<file path="config.mk">
export PLATFORM = sky130hd
export DESIGN_NAME = e3_tx_timing
export DESIGN_NICKNAME = d
export VERILOG_FILES = /design/src/rtl/e3tx_pkg.sv /design/src/rtl/e3tx_bit_class.sv /design/src/rtl/e3tx_bit_counter.sv /design/src/rtl/e3tx_sync_port.sv /design/src/rtl/e3tx_gap_clock.sv /design/src/rtl/e3_tx_timing.sv
export SDC_FILE = /design/constraint.sdc
export NUM_CORES = 1
export LEC_CHECK = 0
export CELL_PAD_IN_SITES_DETAIL_PLACEMENT = 0
export CELL_PAD_IN_SITES_GLOBAL_PLACEMENT = 1
export CORE_MARGIN = 10
export CORE_UTILIZATION = 35
export CTS_BUF_LIST = sky130_fd_sc_hd__clkbuf_2 sky130_fd_sc_hd__clkbuf_4 sky130_fd_sc_hd__clkbuf_8
export DETAILED_ROUTE_END_ITERATION = 12
export PLACE_DENSITY_LB_ADDON = 0.25
export SLEW_MARGIN = 40
export SYNTH_ARGS = -nofsm -noshare
export SYNTH_HDL_FRONTEND = slang
export SYNTH_SLANG_ARGS = --single-unit
</file>
<file path="constraint.sdc">
create_clock -name clk_i -period 2.1 [get_ports clk_i]
set_clock_uncertainty 0.05 [all_clocks]
set_input_delay 0.63 -clock clk_i [delete_from_list [all_inputs] [get_ports clk_i]]
set_output_delay 0.63 -clock clk_i [all_outputs]
set_load 0.02 [all_outputs]
</file>
<file path="src/rtl/e3tx_pkg.sv">
`timescale 1ns/1ps
package e3tx_pkg;

   // Role of one frame bit position
   typedef enum logic [2:0] {
      BC_ALIGN,
      BC_ALARM,
      BC_NATL,
      BC_JCTRL,
      BC_JOPP,
      BC_PAYLOAD
   } bit_class_e;

   // Function of the sync pin
   typedef enum logic [1:0] {
      SM_EXT_IN    = 2'b00,
      SM_FSTART    = 2'b01,
      SM_OHIND     = 2'b10,
      SM_OHIND_ALT = 2'b11
   } sync_mode_e;

   // Whether the gapped clock may pulse for a bit of class c
   function automatic logic gate_permit(bit_class_e c, logic jc_with_data);
      logic ok;
      case (c)
         BC_PAYLOAD: ok = 1'b1;
         BC_JCTRL:   ok = jc_with_data;
         default:    ok = 1'b0;
      endcase
      return ok;
   endfunction

endpackage

</file>
<file path="src/rtl/e3tx_bit_class.sv">
`timescale 1ns/1ps
// Maps a frame bit index onto its role using per-set range compares.
module e3tx_bit_class #(
   parameter int SET_BITS  = 384,
   parameter int NUM_SETS  = 4,
   parameter int ALIGN_LEN = 10,
   parameter int JC_LEN    = 4,
   parameter int JOPP_LEN  = 4,
   parameter int CNT_W     = 11
) (
   input  logic [CNT_W-1:0]      pos_i,
   output e3tx_pkg::bit_class_e  cls_o
);

   localparam logic [CNT_W-1:0] ALARM_POS = CNT_W'(ALIGN_LEN);
   localparam logic [CNT_W-1:0] NATL_POS  = CNT_W'(ALIGN_LEN + 1);

   logic [NUM_SETS-1:0] jc_hit;
   logic [NUM_SETS-1:0] jo_hit;

   // Set I carries no justification bits
   assign jc_hit[0] = 1'b0;
   assign jo_hit[0] = 1'b0;

   for (genvar s = 1; s < NUM_SETS; s++) begin : g_set
      localparam logic [CNT_W-1:0] BASE   = CNT_W'(s * SET_BITS);
      localparam logic [CNT_W-1:0] JC_END = CNT_W'(s * SET_BITS + JC_LEN);
      localparam logic [CNT_W-1:0] JO_END = CNT_W'(s * SET_BITS + JC_LEN + JOPP_LEN);

      assign jc_hit[s] = (pos_i >= BASE) && (pos_i < JC_END);

      if (s == NUM_SETS - 1) begin : g_last
         // Only the final set follows its control bits with opportunities
         assign jo_hit[s] = (pos_i >= JC_END) && (pos_i < JO_END);
      end else begin : g_mid
         assign jo_hit[s] = 1'b0;
      end
   end

   always_comb begin
      if (pos_i < ALARM_POS) begin
         cls_o = e3tx_pkg::BC_ALIGN;
      end else if (pos_i == ALARM_POS) begin
         cls_o = e3tx_pkg::BC_ALARM;
      end else if (pos_i == NATL_POS) begin
         cls_o = e3tx_pkg::BC_NATL;
      end else if (|jc_hit) begin
         cls_o = e3tx_pkg::BC_JCTRL;
      end else if (|jo_hit) begin
         cls_o = e3tx_pkg::BC_JOPP;
      end else begin
         cls_o = e3tx_pkg::BC_PAYLOAD;
      end
   end

endmodule

</file>
<file path="src/rtl/e3tx_bit_counter.sv">
`timescale 1ns/1ps
// Frame bit counter with wrap and synchronous reload to index 1.
module e3tx_bit_counter #(
   parameter int FRAME_BITS = 1536,
   parameter int CNT_W      = 11
) (
   input  logic             clk_i,
   input  logic             rst_ni,
   input  logic             load_i,
   output logic [CNT_W-1:0] cnt_o,
   output logic [CNT_W-1:0] succ_o,
   output logic [CNT_W-1:0] next_o
);

   localparam logic [CNT_W-1:0] LAST   = CNT_W'(FRAME_BITS - 1);
   localparam logic [CNT_W-1:0] RELOAD = CNT_W'(1);

   logic [CNT_W-1:0] cnt_q;

   // Plain successor, ignoring any reload request
   assign succ_o = (cnt_q == LAST) ? '0 : cnt_q + CNT_W'(1);
   assign next_o = load_i ? RELOAD : succ_o;
   assign cnt_o  = cnt_q;

   always_ff @(posedge clk_i or negedge rst_ni) begin
      if (!rst_ni) begin
         cnt_q <= '0;
      end else begin
         cnt_q <= next_o;
      end
   end

endmodule

</file>
<file path="src/rtl/e3tx_sync_port.sv">
`timescale 1ns/1ps
// Sync pin: falling-edge capture of the external edge, registered output.
module e3tx_sync_port #(
   parameter int SET_BITS = 384,
   parameter int CNT_W    = 11
) (
   input  logic                 clk_i,
   input  logic                 rst_ni,
   input  logic [1:0]           mode_i,
   input  logic                 sync_in_i,
   input  logic [CNT_W-1:0]     next_pos_i,
   input  e3tx_pkg::bit_class_e next_cls_i,
   output logic                 rise_o,
   output logic                 load_o,
   output logic                 sync_out_o,
   output logic                 sync_oe_o
);

   // Frame-start pulse stays up through the first control bit of set II
   localparam logic [CNT_W-1:0] FS_LAST = CNT_W'(SET_BITS);

   logic smp_q;
   logic load_q;
   logic level_d;
   logic out_q;
   logic ext_mode;

   assign ext_mode = (mode_i == e3tx_pkg::SM_EXT_IN);

   // Edge as seen by this falling-edge sample against the previous one
   assign rise_o = ext_mode & sync_in_i & ~smp_q;

   always_ff @(negedge clk_i or negedge rst_ni) begin
      if (!rst_ni) begin
         smp_q  <= 1'b0;
         load_q <= 1'b0;
      end else begin
         smp_q  <= sync_in_i;
         load_q <= rise_o;
      end
   end

   always_comb begin
      case (mode_i)
         e3tx_pkg::SM_FSTART:    level_d = (next_pos_i <= FS_LAST);
         e3tx_pkg::SM_OHIND,
         e3tx_pkg::SM_OHIND_ALT: level_d = (next_cls_i == e3tx_pkg::BC_PAYLOAD);
         default:                level_d = 1'b0;
      endcase
   end

   always_ff @(posedge clk_i or negedge rst_ni) begin
      if (!rst_ni) begin
         out_q <= 1'b0;
      end else begin
         out_q <= level_d;
      end
   end

   assign load_o     = load_q;
   assign sync_out_o = out_q;
   assign sync_oe_o  = ~ext_mode;

endmodule

</file>
<file path="src/rtl/e3tx_gap_clock.sv">
`timescale 1ns/1ps
// Gapped clock: enable captured on the falling edge, ANDed with the clock.
module e3tx_gap_clock #(
   parameter bit INV_SUPPORT = 1'b1
) (
   input  logic                 clk_i,
   input  logic                 rst_ni,
   input  logic                 jc_with_data_i,
   input  logic                 invert_i,
   input  e3tx_pkg::bit_class_e up_cls_i,
   output logic                 en_o,
   output logic                 gclk_o
);

   logic en_q;
   logic gated;

   // The enable changes only while the clock is low, so the AND is clean
   always_ff @(negedge clk_i or negedge rst_ni) begin
      if (!rst_ni) begin
         en_q <= 1'b0;
      end else begin
         en_q <= e3tx_pkg::gate_permit(up_cls_i, jc_with_data_i);
      end
   end

   assign gated = clk_i & en_q;
   assign en_o  = en_q;

   if (INV_SUPPORT) begin : g_polarity
      assign gclk_o = gated ^ invert_i;
   end else begin : g_fixed
      assign gclk_o = gated;
   end

endmodule

</file>
<file path="src/rtl/e3_tx_timing.sv">
`timescale 1ns/1ps
// E3 transmit frame timing generator, top level.
module e3_tx_timing #(
   parameter int SET_BITS  = 384,
   parameter int NUM_SETS  = 4,
   parameter int ALIGN_LEN = 10,
   parameter int JC_LEN    = 4,
   parameter int JOPP_LEN  = 4
) (
   input  logic       clk_i,
   input  logic       rst_ni,
   input  logic [1:0] sync_mode_i,
   input  logic       jc_with_data_i,
   input  logic       gclk_invert_i,
   input  logic       sync_in_i,
   output logic       sync_out_o,
   output logic       sync_oe_o,
   output logic       gclk_o
);

   localparam int FRAME_BITS = SET_BITS * NUM_SETS;
   localparam int CNT_W      = $clog2(FRAME_BITS);

   // Elaboration-time parameter checks
   if (NUM_SETS < 2) begin : g_bad_sets
      $error("e3_tx_timing: NUM_SETS must be at least 2");
   end
   if (ALIGN_LEN + 2 >= SET_BITS) begin : g_bad_align
      $error("e3_tx_timing: alignment header does not fit a set");
   end
   if (JC_LEN < 1 || JC_LEN + JOPP_LEN >= SET_BITS) begin : g_bad_jc
      $error("e3_tx_timing: justification field sizes out of range");
   end

   logic [CNT_W-1:0]     cnt_q;
   logic [CNT_W-1:0]     succ_pos;
   logic [CNT_W-1:0]     next_pos;
   logic [CNT_W-1:0]     gate_pos;
   logic                 ext_rise;
   logic                 ext_load;
   logic                 gate_en;
   e3tx_pkg::bit_class_e next_cls;
   e3tx_pkg::bit_class_e gate_cls;

   e3tx_bit_counter #(
      .FRAME_BITS (FRAME_BITS),
      .CNT_W      (CNT_W)
   ) u_cnt (
      .clk_i  (clk_i),
      .rst_ni (rst_ni),
      .load_i (ext_load),
      .cnt_o  (cnt_q),
      .succ_o (succ_pos),
      .next_o (next_pos)
   );

   // Position the coming bit will have, seen from the falling edge
   assign gate_pos = ext_rise ? CNT_W'(1) : succ_pos;

   e3tx_bit_class #(
      .SET_BITS  (SET_BITS),
      .NUM_SETS  (NUM_SETS),
      .ALIGN_LEN (ALIGN_LEN),
      .JC_LEN    (JC_LEN),
      .JOPP_LEN  (JOPP_LEN),
      .CNT_W     (CNT_W)
   ) u_cls_gate (
      .pos_i (gate_pos),
      .cls_o (gate_cls)
   );

   e3tx_bit_class #(
      .SET_BITS  (SET_BITS),
      .NUM_SETS  (NUM_SETS),
      .ALIGN_LEN (ALIGN_LEN),
      .JC_LEN    (JC_LEN),
      .JOPP_LEN  (JOPP_LEN),
      .CNT_W     (CNT_W)
   ) u_cls_next (
      .pos_i (next_pos),
      .cls_o (next_cls)
   );

   e3tx_sync_port #(
      .SET_BITS (SET_BITS),
      .CNT_W    (CNT_W)
   ) u_sync (
      .clk_i      (clk_i),
      .rst_ni     (rst_ni),
      .mode_i     (sync_mode_i),
      .sync_in_i  (sync_in_i),
      .next_pos_i (next_pos),
      .next_cls_i (next_cls),
      .rise_o     (ext_rise),
      .load_o     (ext_load),
      .sync_out_o (sync_out_o),
      .sync_oe_o  (sync_oe_o)
   );

   e3tx_gap_clock #(
      .INV_SUPPORT (1'b1)
   ) u_gclk (
      .clk_i          (clk_i),
      .rst_ni         (rst_ni),
      .jc_with_data_i (jc_with_data_i),
      .invert_i       (gclk_invert_i),
      .up_cls_i       (gate_cls),
      .en_o           (gate_en),
      .gclk_o         (gclk_o)
   );

endmodule

</file>
==> results of run 1 <==
## cells by family after synthesis
group           count (synthesis)
compound gates                 29
xor+xnor                        7
fa+ha+maj                       1
buf+inv                        10
flops                          15
mux                             3
simple gates                   56
## layer usage
| layer | overflow | GRT usage (%) |
|---|---|---|
| met4 | 65500 | 12200 |
| met1 | 0 | 14.0 |
| met5 | 0 | 0 |
| met2 | 0 | 21.3 |
| met3 | 0 | 4.66 |
## per-stage QoR
step | TNS, ns | hold slack, ns | setup slack [ns] | area, um2 | cells
4_1_cts | -2.03 | 0.441 | -0.973 | 1730 | 229
3_5_place_dp | -3.39 | 0.438 | -0.960 | 1650 | 220
3_3_place_gp | -3.35 | 0.441 | -0.943 | 1650 | 220
2_1_floorplan | -1.53 | 0.284 | -1.02 | 1190 | 121
## repair_timing
item                                    4_1_cts
resized for setup                            19
endpoints found under the setup margin        7
cloned                                        0
pin swaps                                     3
buffers inserted                              2
==> summary.md, run 1 <==
| Metric | Value |
|---|---|
| Status | aborted with a tool error |
| Last stage | global routing (5_1_grt) |
| Err | [ERROR GRT-0232] Routing congestion too high. Check the congestion heatmap in the GUI. |
| Main flop type after synthesis | dfrtp_1 |
| Syn Inst Count | 121 |
| Leading area contributor after synthesis | dfrtp_1 |
| Post-Synth Simple-Gate Area | 29.7% |
| Aggregate global-route resource usage | 1580% |
| Synth Cell Area | roughly 1100 um2 |
| Post-synthesis compound-gate area fraction | 19.7% |
| Xor/xnor share of the synthesized area | 5.45% |
| Mux cell area share after synthesis | 2.78% |
| Post-synth top cells | nor2_1, dfrtp_1, nand2_1 |
| Largest net degree at the start of global routing | 9 |
| Hold bufs inserted after CTS | 0 |
| Ys async rst share | 100% |
| Die X-Extent | ~77 um |
| Synthesized Nets | 129 |
| Initial Util | 36.8% |
| Ys Warns | 0 |
| # IOs | 10 |
| Routability cong. | 0.806 |
| Fraction of the mapped netlist area in adder cells | around 1.1% |
| Avg Inst Size Synth | 9.30 um2 |
| Main combinational cell family by area after synthesis | simple AND/OR/NAND/NOR gates |
| Post-detail-place hpwl | 2770 um |
| Yosys cell types | 48 |
| Top-count cell post-synth | nor2_1 |
| Synthesis-stage register bit count | 15 |
| EDFF count, synth | 0 |
| Register area share after synthesis | 33.4% |
| Gr ovfl total | 65500 |
| Top cells by area, synth | dfrtp_1, dfrtn_1, xnor2_1 |
| Row count | 20 |
| Top cell type's share of synthesized area | 26.7% |
| Port Buf Inserts | 9 |
| Die Y | 76.7 um |
==> inputs of run 2 (changes only) <==
--- a/config.mk
+++ b/config.mk
@@ -5,13 +5,10 @@
 export SDC_FILE = /design/constraint.sdc
 export NUM_CORES = 1
 export LEC_CHECK = 0
-export CELL_PAD_IN_SITES_DETAIL_PLACEMENT = 0
-export CELL_PAD_IN_SITES_GLOBAL_PLACEMENT = 1
 export CORE_MARGIN = 10
-export CORE_UTILIZATION = 35
-export CTS_BUF_LIST = sky130_fd_sc_hd__clkbuf_2 sky130_fd_sc_hd__clkbuf_4 sky130_fd_sc_hd__clkbuf_8
+export CORE_UTILIZATION = 20
 export DETAILED_ROUTE_END_ITERATION = 12
-export PLACE_DENSITY_LB_ADDON = 0.25
+export PLACE_DENSITY_LB_ADDON = 0.15
 export SLEW_MARGIN = 40
 export SYNTH_ARGS = -nofsm -noshare
 export SYNTH_HDL_FRONTEND = slang
==> constraint.sdc (replaced) <==
create_clock -name clk_i -period 2.7 [get_ports clk_i]
set_clock_uncertainty 0.05 [all_clocks]
set_input_delay 0.81 -clock clk_i [delete_from_list [all_inputs] [get_ports clk_i]]
set_output_delay 0.81 -clock clk_i [all_outputs]
set_load 0.02 [all_outputs]
==> run 2 against run 1 <==
Compared with the run above: the flow now finishes, with violations (negative setup slack); area after synthesis is the same; synthesized cell count is the same.
==> summary.md, run 2 <==
| Metric | Value |
|---|---|
| Largest register FFs | 11 |
| Worst Path Required | 1.52 ns |
| Commonest non-fill, non-tap cell in the layout | buf_4 |
| Die area | roughly 9000 um2 |
| CTS tree | built |
| CP Class | reg2reg |
| Status | finished with violations |
| HP Class | reg2reg |
| Area of the multi-input gates | about 830 um2 |
| Net Sw Frac | between 30% and 40% |
| Top cells by area, synth | dfrtp_1, dfrtn_1, xnor2_1 |
| Fin nets | 187 |
| Port Buf Inserts | 9 (unchanged) |
| Overall power | 0.00151 W |
| Critical-path maximum fanout | 5 |
| Main flop type after synthesis | dfrtp_1 |
| Switching power | between 0.0005 and 0.0006 W |
| # IOs | 10 (unchanged) |
| CP startpoint | u_cnt.cnt_o[1]$_DFF_PN0_ |
| R2R Path End | u_gclk.en_o$_DFF_NN0_ |
| R2R Setup Slk | -0.66 ns |
| EDFF count, synth | 0 (unchanged) |
| Yosys cell types | 48 (unchanged) |
| Post-DRT Antenna Nets | 0 |
| Max cap viols | 0 |
| Initial Util | 20.6% (-16 points) |
| Leading area contributor after synthesis | dfrtp_1 |
| Fin. Hold Viols | 0 |
| Fillers | 570 |
| Pre-CTS setup slack | -0.720 ns (+0.240 ns) |
| Violated checks | negative setup slack |
| DRC viols | 0 |
| Setup WS post-layout | -0.665 ns |
| Slew Viols, Final | 0 |
| Post-synth top cells | nor2_1, dfrtp_1, nand2_1 |
| Die X-Extent | 95.0 um (+24%) |
| CP Capture Point | u_gclk.en_o$_DFF_NN0_ |
| Setup TNS | -1.34 ns |
| Syn Inst Count | 121 (unchanged) |
| Initial DRC count | 79 |
| Pwr dens | 822 nW/um2 |
| Clk_lat worst skew | 0.38 ns |
| Post-Place Cells | 242 (+10%) |
| Commonest cells after routing, fill and taps aside | buf_4, nor2_1, dfrtp_1 |
| Row count | 27 (+35%) |
| Hold bufs inserted after CTS | 0 (unchanged) |
| Reg2Reg Depth | 7 |
| Sequential share of power | 21.4% |
| Antenna violations before repair | 0 |
| CP endpoint kind | register |
| Avg Vias per Cell | around 4.7 |
| Final core utilization | approximately a third |
| Internal | 0.000939 W |
| DR vias | 1175 |
| Routed WL | 3580 um |
| Register area | 375 um2 |
| Die Y | 95.0 um (+24%) |
| CP Launch Type | register |
| Endpoints failing setup | 4 |
| Worst-margin pin slew | 0.376 ns |
| Slew margin rel. | 74.6% |
| Non-filler cells, final | 250 |
| Area grow syn2layout | 63.6% |
| Logic gate share of total power | 53.1% |
| Ys Warns | 0 (unchanged) |
| Drt wl/cell | 14.3 um |
| R2r startpoint | u_cnt.cnt_o[1]$_DFF_PN0_ |
| Avg Inst Size Synth | 9.30 um2 (unchanged) |
| Diode count | 0 |
| Share of layout cells above drive strength 1 | between 40% and 50% |
| Gr ovfl total | 0 |
| Arrival @ worst endpoint | 2.18 ns |
| Aggregate global-route resource usage | 8.82% |
| Largest net degree at the start of global routing | 12 |
| First-pass GRT wire length | 6140 um |
| Peak supply drop | 0.000317 V |
| CTS clk-pin slew, worst paths | 0.06 ns |
| Synthesized Nets | 129 (unchanged) |
| Register area share after synthesis | 33.4% (unchanged) |
| Pleak | between 0.7 and 0.8 nW |
| Ys async rst share | 100% (unchanged) |
| Core area | 5470 um2 |
| Routability cong. | 0.803 (-0.36%) |
| Post-detail-place hpwl | 2830 um (+2.3%) |
| Synth Cell Area | 1120 um2 (unchanged) |
| Vias in the first global route | around 1300 |
| RSZ-0062 raised after global routing | true |
| DRT Pass-1 Iters | 4 |
| Synthesis-stage register bit count | 15 (unchanged) |
| Clock power share | 25.5% |
| Top-count cell post-synth | nor2_1 |
| Top cell type's share of synthesized area | 26.7% (unchanged) |
## run 2: layout make-up
cell class | count | area share (%)
Multi-Input combinational cell | 96 | 45.2
Timing Repair Buffer | 55 | 23.4
Sequential cell | 15 | 20.4
Clock buffer | 8 | 5.30
Tap cell | 72 | 4.89
Inverter | 4 | 0.816
## run 2: cell families after synthesis
group / share of synthesized area, %
muxes: 2.78
DFF: 33.4
and+or+nand+nor: 29.7
adders and majority gates: 1.11
AOI/OAI and AO/OA: 19.7
xor gates and xnor gates: 5.45
buffers and inverters: 7.90
## run 2: metal layers
layer,routed length [um],track usage [%],vias up
met4,61,4.49,0
met3,148,3.17,5
li1,-,-,568
met1,1750,10.9,574
met2,1630,13.2,28
met5,0,0,-
## run 2: power by group through the flow
stage	combinational, W	sequential (W)	clock, W
3_3_place_gp	0.000735	0.000322	0.0000799
3_5_place_dp	0.000738	0.000323	0.0000799
5_1_grt	0.000893	0.000330	0.000418
4_1_cts	0.000781	0.000325	0.000401
6_report	0.000803	0.000324	0.000385
2_1_floorplan	0.000414	0.000338	0.0000613
## run 2: worst min-delay path by stage
stage	startpoint	end	cells after the start
after floorplan	u_sync.smp_q$_DFF_NN0_	u_sync.load_o$_DFF_NN0_	1
after global placement	u_sync.smp_q$_DFF_NN0_	u_sync.load_o$_DFF_NN0_	1
after detailed placement	u_sync.smp_q$_DFF_NN0_	u_sync.load_o$_DFF_NN0_	1
after CTS	u_sync.smp_q$_DFF_NN0_	u_sync.load_o$_DFF_NN0_	1
after global routing	u_sync.smp_q$_DFF_NN0_	u_sync.load_o$_DFF_NN0_	1
final	u_sync.smp_q$_DFF_NN0_	u_sync.load_o$_DFF_NN0_	1
## run 2: per-stage QoR
stage	hold slack [ns]	cell area (um2)
finish	0.444	1840
global route	0.464	1840
CTS	0.449	1800
detailed placement	0.425	1640
global placement	0.435	1640
floorplan	0.399	1190
## run 2: worst max-delay path, cell delays in order, from the launching register on
cell and delay (ns):
dfrtp_1 0.39, ha_4 0.18, nand3_1 0.12, o21a_1 0.22
or2_2 0.31, mux2_4 0.29, o32ai_4 0.22, a211oi_2 0.10
## run 2: repair_timing
item	in CTS	in global routing
buffers inserted	1	0
pin swaps	7	1
gates resized for setup	21	7
endpoints found under the hold margin	0	0
endpoints found under the setup margin	6	4
(Power assumes the default switching activity.)
